$ cat src/rtl/qbt_pkg.sv
package qbt_pkg;

  typedef enum logic [1:0] {
    ADDR_MODE   = 2'd0,
    ADDR_PRESET = 2'd1,
    ADDR_CTRL   = 2'd2
  } qbt_addr_e;

  localparam int MODE_DIS_BIT  = 0;
  localparam int CTRL_SYNC_BIT = 0;
  localparam int CTRL_INS_BIT  = 1;
  localparam int CTRL_EXT_BIT  = 2;

  typedef struct packed {
    logic sync;
    logic ins;
    logic ext;
  } qbt_req_t;

  // Correction value limited to the last legal count of a frame.
  function automatic logic [31:0] clamp_preset(input logic [31:0] value,
                                               input logic [31:0] frame_len);
    return (value >= frame_len) ? frame_len - 32'd1 : value;
  endfunction

  // Count step for an ordinary tick; a pending shrink skips one position.
  function automatic logic [31:0] step_count(input logic [31:0] cnt,
                                             input logic skip);
    return skip ? cnt + 32'd2 : cnt + 32'd1;
  endfunction

endpackage

$ cat src/rtl/qbt_host_regs.sv
module qbt_host_regs
  import qbt_pkg::*;
#(
  parameter int CNT_W = 13
) (
  input  logic             clk,
  input  logic             rst,
  input  logic             host_we,
  input  logic             host_re,
  input  logic [1:0]       host_addr,
  input  logic [CNT_W-1:0] host_wdata,
  input  logic             clr_sync,
  input  logic             clr_adj,
  output logic             dis_irq,
  output logic [CNT_W-1:0] preset_q,
  output qbt_req_t         req_q,
  output logic             mode_access
);

  logic ctrl_wr;

  assign mode_access = (host_we || host_re) && (host_addr == ADDR_MODE);
  assign ctrl_wr     = host_we && (host_addr == ADDR_CTRL);

  always_ff @(posedge clk) begin
    if (rst) begin
      dis_irq  <= 1'b0;
      preset_q <= '0;
      req_q    <= '0;
    end else begin
      if (host_we && host_addr == ADDR_MODE)
        dis_irq <= host_wdata[MODE_DIS_BIT];
      if (host_we && host_addr == ADDR_PRESET)
        preset_q <= host_wdata;
      // A fresh request written in the clearing cycle survives.
      req_q.sync <= (req_q.sync && !clr_sync) || (ctrl_wr && host_wdata[CTRL_SYNC_BIT]);
      req_q.ins  <= (req_q.ins  && !clr_adj)  || (ctrl_wr && host_wdata[CTRL_INS_BIT]);
      req_q.ext  <= (req_q.ext  && !clr_adj)  || (ctrl_wr && host_wdata[CTRL_EXT_BIT]);
    end
  end

endmodule

$ cat src/rtl/qbt_frame_counter.sv
module qbt_frame_counter
  import qbt_pkg::*;
#(
  parameter int FRAME_LEN = 5000,
  parameter int CNT_W     = 13
) (
  input  logic             clk,
  input  logic             rst,
  input  logic             tick,
  input  qbt_req_t         req,
  input  logic [CNT_W-1:0] preset_cl,
  output logic [CNT_W-1:0] count,
  output logic             wrap_evt,
  output logic             sync_apply,
  output logic             adj_done,
  output logic             sync_frame,
  output logic             hold_q,
  output logic             skip_q
);

  localparam logic [CNT_W-1:0] LAST = CNT_W'(FRAME_LEN - 1);

  logic do_ins, do_ext;

  assign wrap_evt   = tick && (count == LAST);
  assign sync_apply = wrap_evt && req.sync;
  assign adj_done   = wrap_evt && !req.sync && (req.ins || req.ext);
  assign do_ins     = adj_done && req.ins && !req.ext;
  assign do_ext     = adj_done && req.ext && !req.ins;

  always_ff @(posedge clk) begin
    if (rst) begin
      count      <= '0;
      hold_q     <= 1'b0;
      skip_q     <= 1'b0;
      sync_frame <= 1'b0;
    end else if (tick) begin
      if (wrap_evt) begin
        count      <= sync_apply ? preset_cl : '0;
        hold_q     <= do_ins;
        skip_q     <= do_ext;
        sync_frame <= sync_apply;
      end else if (hold_q) begin
        hold_q <= 1'b0;
      end else begin
        count  <= CNT_W'(step_count(32'(count), skip_q));
        skip_q <= 1'b0;
      end
    end
  end

endmodule

$ cat src/rtl/qbt_irq_ctrl.sv
module qbt_irq_ctrl (
  input  logic clk,
  input  logic rst,
  input  logic wrap_evt,
  input  logic sync_apply,
  input  logic dis_irq,
  input  logic mode_access,
  output logic irq_set,
  output logic frame_irq_n
);

  assign irq_set = wrap_evt && !sync_apply && !dis_irq;

  always_ff @(posedge clk) begin
    if (rst)
      frame_irq_n <= 1'b1;
    else if (irq_set)
      frame_irq_n <= 1'b0;
    else if (mode_access)
      frame_irq_n <= 1'b1;
  end

endmodule

$ cat src/rtl/qbt_timebase.sv
module qbt_timebase
  import qbt_pkg::*;
#(
  parameter int FRAME_LEN = 5000,
  parameter int CNT_W     = 13
) (
  input  logic             clk,
  input  logic             rst,
  input  logic             tick,
  input  logic             host_we,
  input  logic             host_re,
  input  logic [1:0]       host_addr,
  input  logic [CNT_W-1:0] host_wdata,
  output logic [CNT_W-1:0] count,
  output logic             frame_irq_n,
  output logic             timing_en
);

  qbt_req_t         req_q;
  logic [CNT_W-1:0] preset_q;
  logic [CNT_W-1:0] preset_cl;
  logic             dis_irq, mode_access;
  logic             wrap_evt, sync_apply, adj_done, sync_frame;
  logic             hold_q, skip_q, irq_set;
  logic             sync_req;

  assign preset_cl = CNT_W'(clamp_preset(32'(preset_q), 32'(FRAME_LEN)));
  assign sync_req  = req_q.sync;
  assign timing_en = !sync_frame;

  qbt_host_regs #(.CNT_W(CNT_W)) regs_i (
    .clk        (clk),
    .rst        (rst),
    .host_we    (host_we),
    .host_re    (host_re),
    .host_addr  (host_addr),
    .host_wdata (host_wdata),
    .clr_sync   (sync_apply),
    .clr_adj    (adj_done),
    .dis_irq    (dis_irq),
    .preset_q   (preset_q),
    .req_q      (req_q),
    .mode_access(mode_access)
  );

  qbt_frame_counter #(.FRAME_LEN(FRAME_LEN), .CNT_W(CNT_W)) cnt_i (
    .clk       (clk),
    .rst       (rst),
    .tick      (tick),
    .req       (req_q),
    .preset_cl (preset_cl),
    .count     (count),
    .wrap_evt  (wrap_evt),
    .sync_apply(sync_apply),
    .adj_done  (adj_done),
    .sync_frame(sync_frame),
    .hold_q    (hold_q),
    .skip_q    (skip_q)
  );

  qbt_irq_ctrl irq_i (
    .clk        (clk),
    .rst        (rst),
    .wrap_evt   (wrap_evt),
    .sync_apply (sync_apply),
    .dis_irq    (dis_irq),
    .mode_access(mode_access),
    .irq_set    (irq_set),
    .frame_irq_n(frame_irq_n)
  );

endmodule

$ cat config.mk
export PLATFORM = sky130hd
export DESIGN_NAME = qbt_timebase
export DESIGN_NICKNAME = d
export VERILOG_FILES = /design/src/rtl/qbt_pkg.sv /design/src/rtl/qbt_host_regs.sv /design/src/rtl/qbt_frame_counter.sv /design/src/rtl/qbt_irq_ctrl.sv /design/src/rtl/qbt_timebase.sv
export SDC_FILE = /design/constraint.sdc
export NUM_CORES = 1
export LEC_CHECK = 0
export BUFFER_PORTS_ARGS = -buffer_cell sky130_fd_sc_hd__buf_2
export CAP_MARGIN = 20
export CORE_MARGIN = 2
export CORE_UTILIZATION = 49
export DETAILED_ROUTE_END_ITERATION = 8
export GPL_TIMING_DRIVEN = 1
export PLACE_DENSITY = 0.86
export SKIP_LAST_GASP = 1
export SYNTH_ARGS = -nofsm -noshare
export SYNTH_HDL_FRONTEND = slang
export SYNTH_SLANG_ARGS = --single-unit
$ cat constraint.sdc
create_clock -name clk -period 2.11 [get_ports clk]
set_clock_uncertainty 0.05 [all_clocks]
set_input_delay 0.1055 -clock clk [delete_from_list [all_inputs] [get_ports clk]]
set_output_delay 0.1055 -clock clk [all_outputs]
set_load 0.005 [all_outputs]
==> results.json <==
{
  "status": "finished clean",
  "final_common_cell": "nand2_1",
  "seq_area_sq_um": 681,
  "synthesis.nets": 244,
  "layout_min_cycle_time_ns": 2.05,
  "io_pins": 35,
  "async_reset_ff_share_pct": 0,
  "h-tree-depth": 2,
  "syn_area_sq_mm": 0.00176,
  "synthXorXnorAreaFrac_pct": 0,
  "slew_viol_final": 0,
  "rows": 21,
  "dp_hpwl_um": 3300,
  "powerDensity_mw_per_mm2": 503,
  "yosysSeqAreaShare_pct": 38.6,
  "dp_cells": 304,
  "clock.fmax_mhz": 488,
  "ir_worst_vdd_uv": 373,
  "portBuffers": 34,
  "cp-end-kind": "flip-flop",
  "ys_ff_latch": 34,
  "synth_fa_ha_area_share_pct": 1.42,
  "antenna_cells": 0,
  "multi_input_area_sq_mm": 0.00101,
  "cts_sinks": 34,
  "maxSlewHeadroom_pct": 64.3,
  "drtPass1Iterations": 4,
  "worst_setup_path_start_kind": "flip-flop",
  "ant_nets": 0,
  "hold_depth": 3,
  "final_nets": 300,
  "fin_crit_sh_pct": 97.1,
  "slowest_delay_ns": 0.52,
  "synth_area_per_cell_sq_um": 7.94,
  "synth_compound_area_share_pct": 24.9,
  "cts.clk_slew.worst_paths_ns": 0.10,
  "clockBufferDepth": 2,
  "r2r_cells": 5,
  "cp_top_family": "simple AND/OR/NAND/NOR gates",
  "drt-initial-drc-count": 150,
  "grt_pass1_wl_um": 7960,
  "grt_max_degree": 29,
  "yosysWarningCount": 0,
  "worstSetupPathType": "reg2reg",
  "crit_path_top_delay_cell": "or4_4",
  "cts_made_buffers": 5,
  "crit_required_ns": 2.35,
  "synth_simple_gate_area_share_pct": 27.4,
  "synth_top_family_by_area": "simple AND/OR/NAND/NOR gates",
  "synth_mux_area_share_pct": 3.05,
  "setup-tns-final_ns": 0,
  "cp.depth": 5,
  "area_delta_synth_final_pct": 27.6,
  "drc": 0,
  "stdcell_area_sq_mm": 0.00225,
  "setup_viol": 0,
  "final_layout_size_suffix_gt1_share_pct": 22.3,
  "fin_cells": 324,
  "synth_edf_count": 0,
  "place_area_sq_mm": 0.00206,
  "fp.coreArea_sq_mm": 0.00339,
  "ys_types": 45,
  "wl_um": 4920,
  "finalHoldViolCount": 0,
  "maxCapViolations": 0,
  "cts_root_buf": "clkbuf_4",
  "die-width_um": 64.0,
  "grt_pass1_vias": 1764,
  "grt.overflow.total": 0,
  "netlist_instances": 222,
  "start_util_pct": 52.0,
  "worstPathArrival_ns": 2.29,
  "min_path_type": "in2reg",
  "viasPerCell": 5.85,
  "fillers": 276,
  "worst_pin_slew_ns": 0.535,
  "synth_flop_cell": "dfxtp_1",
  "gp_congestion": 0.947,
  "antenna_found_initial": 0,
  "dieArea_sq_mm": 0.00409,
  "p_leak_nw": 0.870,
  "worstSkewPairLatency_ns": 0.35,
  "tritoncts": "built",
  "final_cell_mix": "nand2_1, dfxtp_1, buf_2",
  "vias": 1895,
  "rsz0062_at_grt": "false",
  "crit_fanout": 16,
  "crit_chain": "or3_1 > or4_4 > buf_12 > or4_1 > a21oi_1",
  "grt_use_total_pct": 25.1,
  "critPathBufInv": 1,
  "die_h_um": 64.0,
  "wl_per_cell_um": 15.2
}
routing by layer:
layer / part of all wire, % / up-vias / GRT usage, %
met4: 1.9 / 0 / 14.7
met1: 42 / 875 / 32.5
li1: - / 928 / -
met5: 0 / - / 0
met3: 7.4 / 11 / 5.28
met2: 48 / 81 / 38.3
layout make-up:
| cell class | instances | share of cell area [%] |
|---|---|---|
| repair buffers | 63 | 19.2 |
| well taps | 46 | 2.56 |
| clock buffers | 7 | 2.00 |
| inverters | 7 | 1.17 |
| flip-flops and latches | 34 | 30.3 |
| multi-input cells | 167 | 44.8 |
worst paths after layout:
check,from,to,slack [ns]
setup / recovery,cnt_i.count[4]$_SDFFE_PP0P_,cnt_i.skip_q$_SDFFE_PP0P_,0.06
setup reg to reg,cnt_i.count[4]$_SDFFE_PP0P_,cnt_i.skip_q$_SDFFE_PP0P_,0.06
hold reg to reg,regs_i.preset_q[0]$_SDFFE_PP0P_,regs_i.preset_q[0]$_SDFFE_PP0P_,0.41
hold / removal,rst,irq_i.frame_irq_n$_SDFFE_PP1P_,0.04
worst min-delay path: cells and delay by family:
kind / cells / cell delay, ns
and+or+nand+nor: 1 / 0.09
buffers and inverters: 2 / 0.22
kinds of logic after synthesis:
| kind of cell | count (synthesis) |
|---|---|
| fa+ha+maj | 2 |
| simple gates | 93 |
| mux | 5 |
| buf+inv | 21 |
| flops | 34 |
| compound gates | 67 |
state kept, by name (all words and copies together) (netlist names):
| register | count |
|---|---|
| cnt_i.count | 13 |
| regs_i.preset_q | 13 |
| regs_i.req_q | 3 |
| cnt_i.hold_q | 1 |
| cnt_i.skip_q | 1 |
| cnt_i.sync_frame | 1 |
| irq_i.frame_irq_n | 1 |
| regs_i.dis_irq | 1 |
cell usage after synthesis (4+ instances only):
master	instances	area share, %
o211ai_1	4	1.7
nand3_1	5	1.4
dfxtp_1	34	39
o21ai_1	7	2.0
inv_1	7	1.5
nand4_1	5	1.8
a21oi_1	21	6.0
nor2_1	8	1.7
nand2_1	41	8.7
o21ai_0	7	2.0
clkbuf_1	12	2.6
o32a_1	4	2.3
nor3_1	8	2.3
timing repair:
action | CTS | global route
resized for setup | 1 | 4
pin swaps | 0 | 2
hold buffers | 13 | 0
gates cloned | 0 | 0
buffers inserted | 0 | 0
setup endpoints to repair | 2 | 5
endpoints found under the hold margin | 17 | 0
through the flow:
stage,util (%),power [mW],setup WS (ns),hold slack (ns)
finish,66.4,1.13,0.0617,0.0385
floorplan,-,0.741,0.00617,0.181
global placement,60.6,0.784,0.0601,0.289
global route,66.4,1.17,0.00582,0.0645
detailed placement,60.6,0.787,0.0148,0.301
CTS,65.9,1.13,0.0129,0.0283
power by group:
group | leakage [nW] | switching [mW] | internal [mW]
Sequential | 0.276 | 0.0128 | 0.656
Combinational | 0.569 | 0.0660 | 0.0604
Clock | 0.0254 | 0.211 | 0.125
Total | 0.870 | 0.290 | 0.842
(Power assumes the default switching activity.)
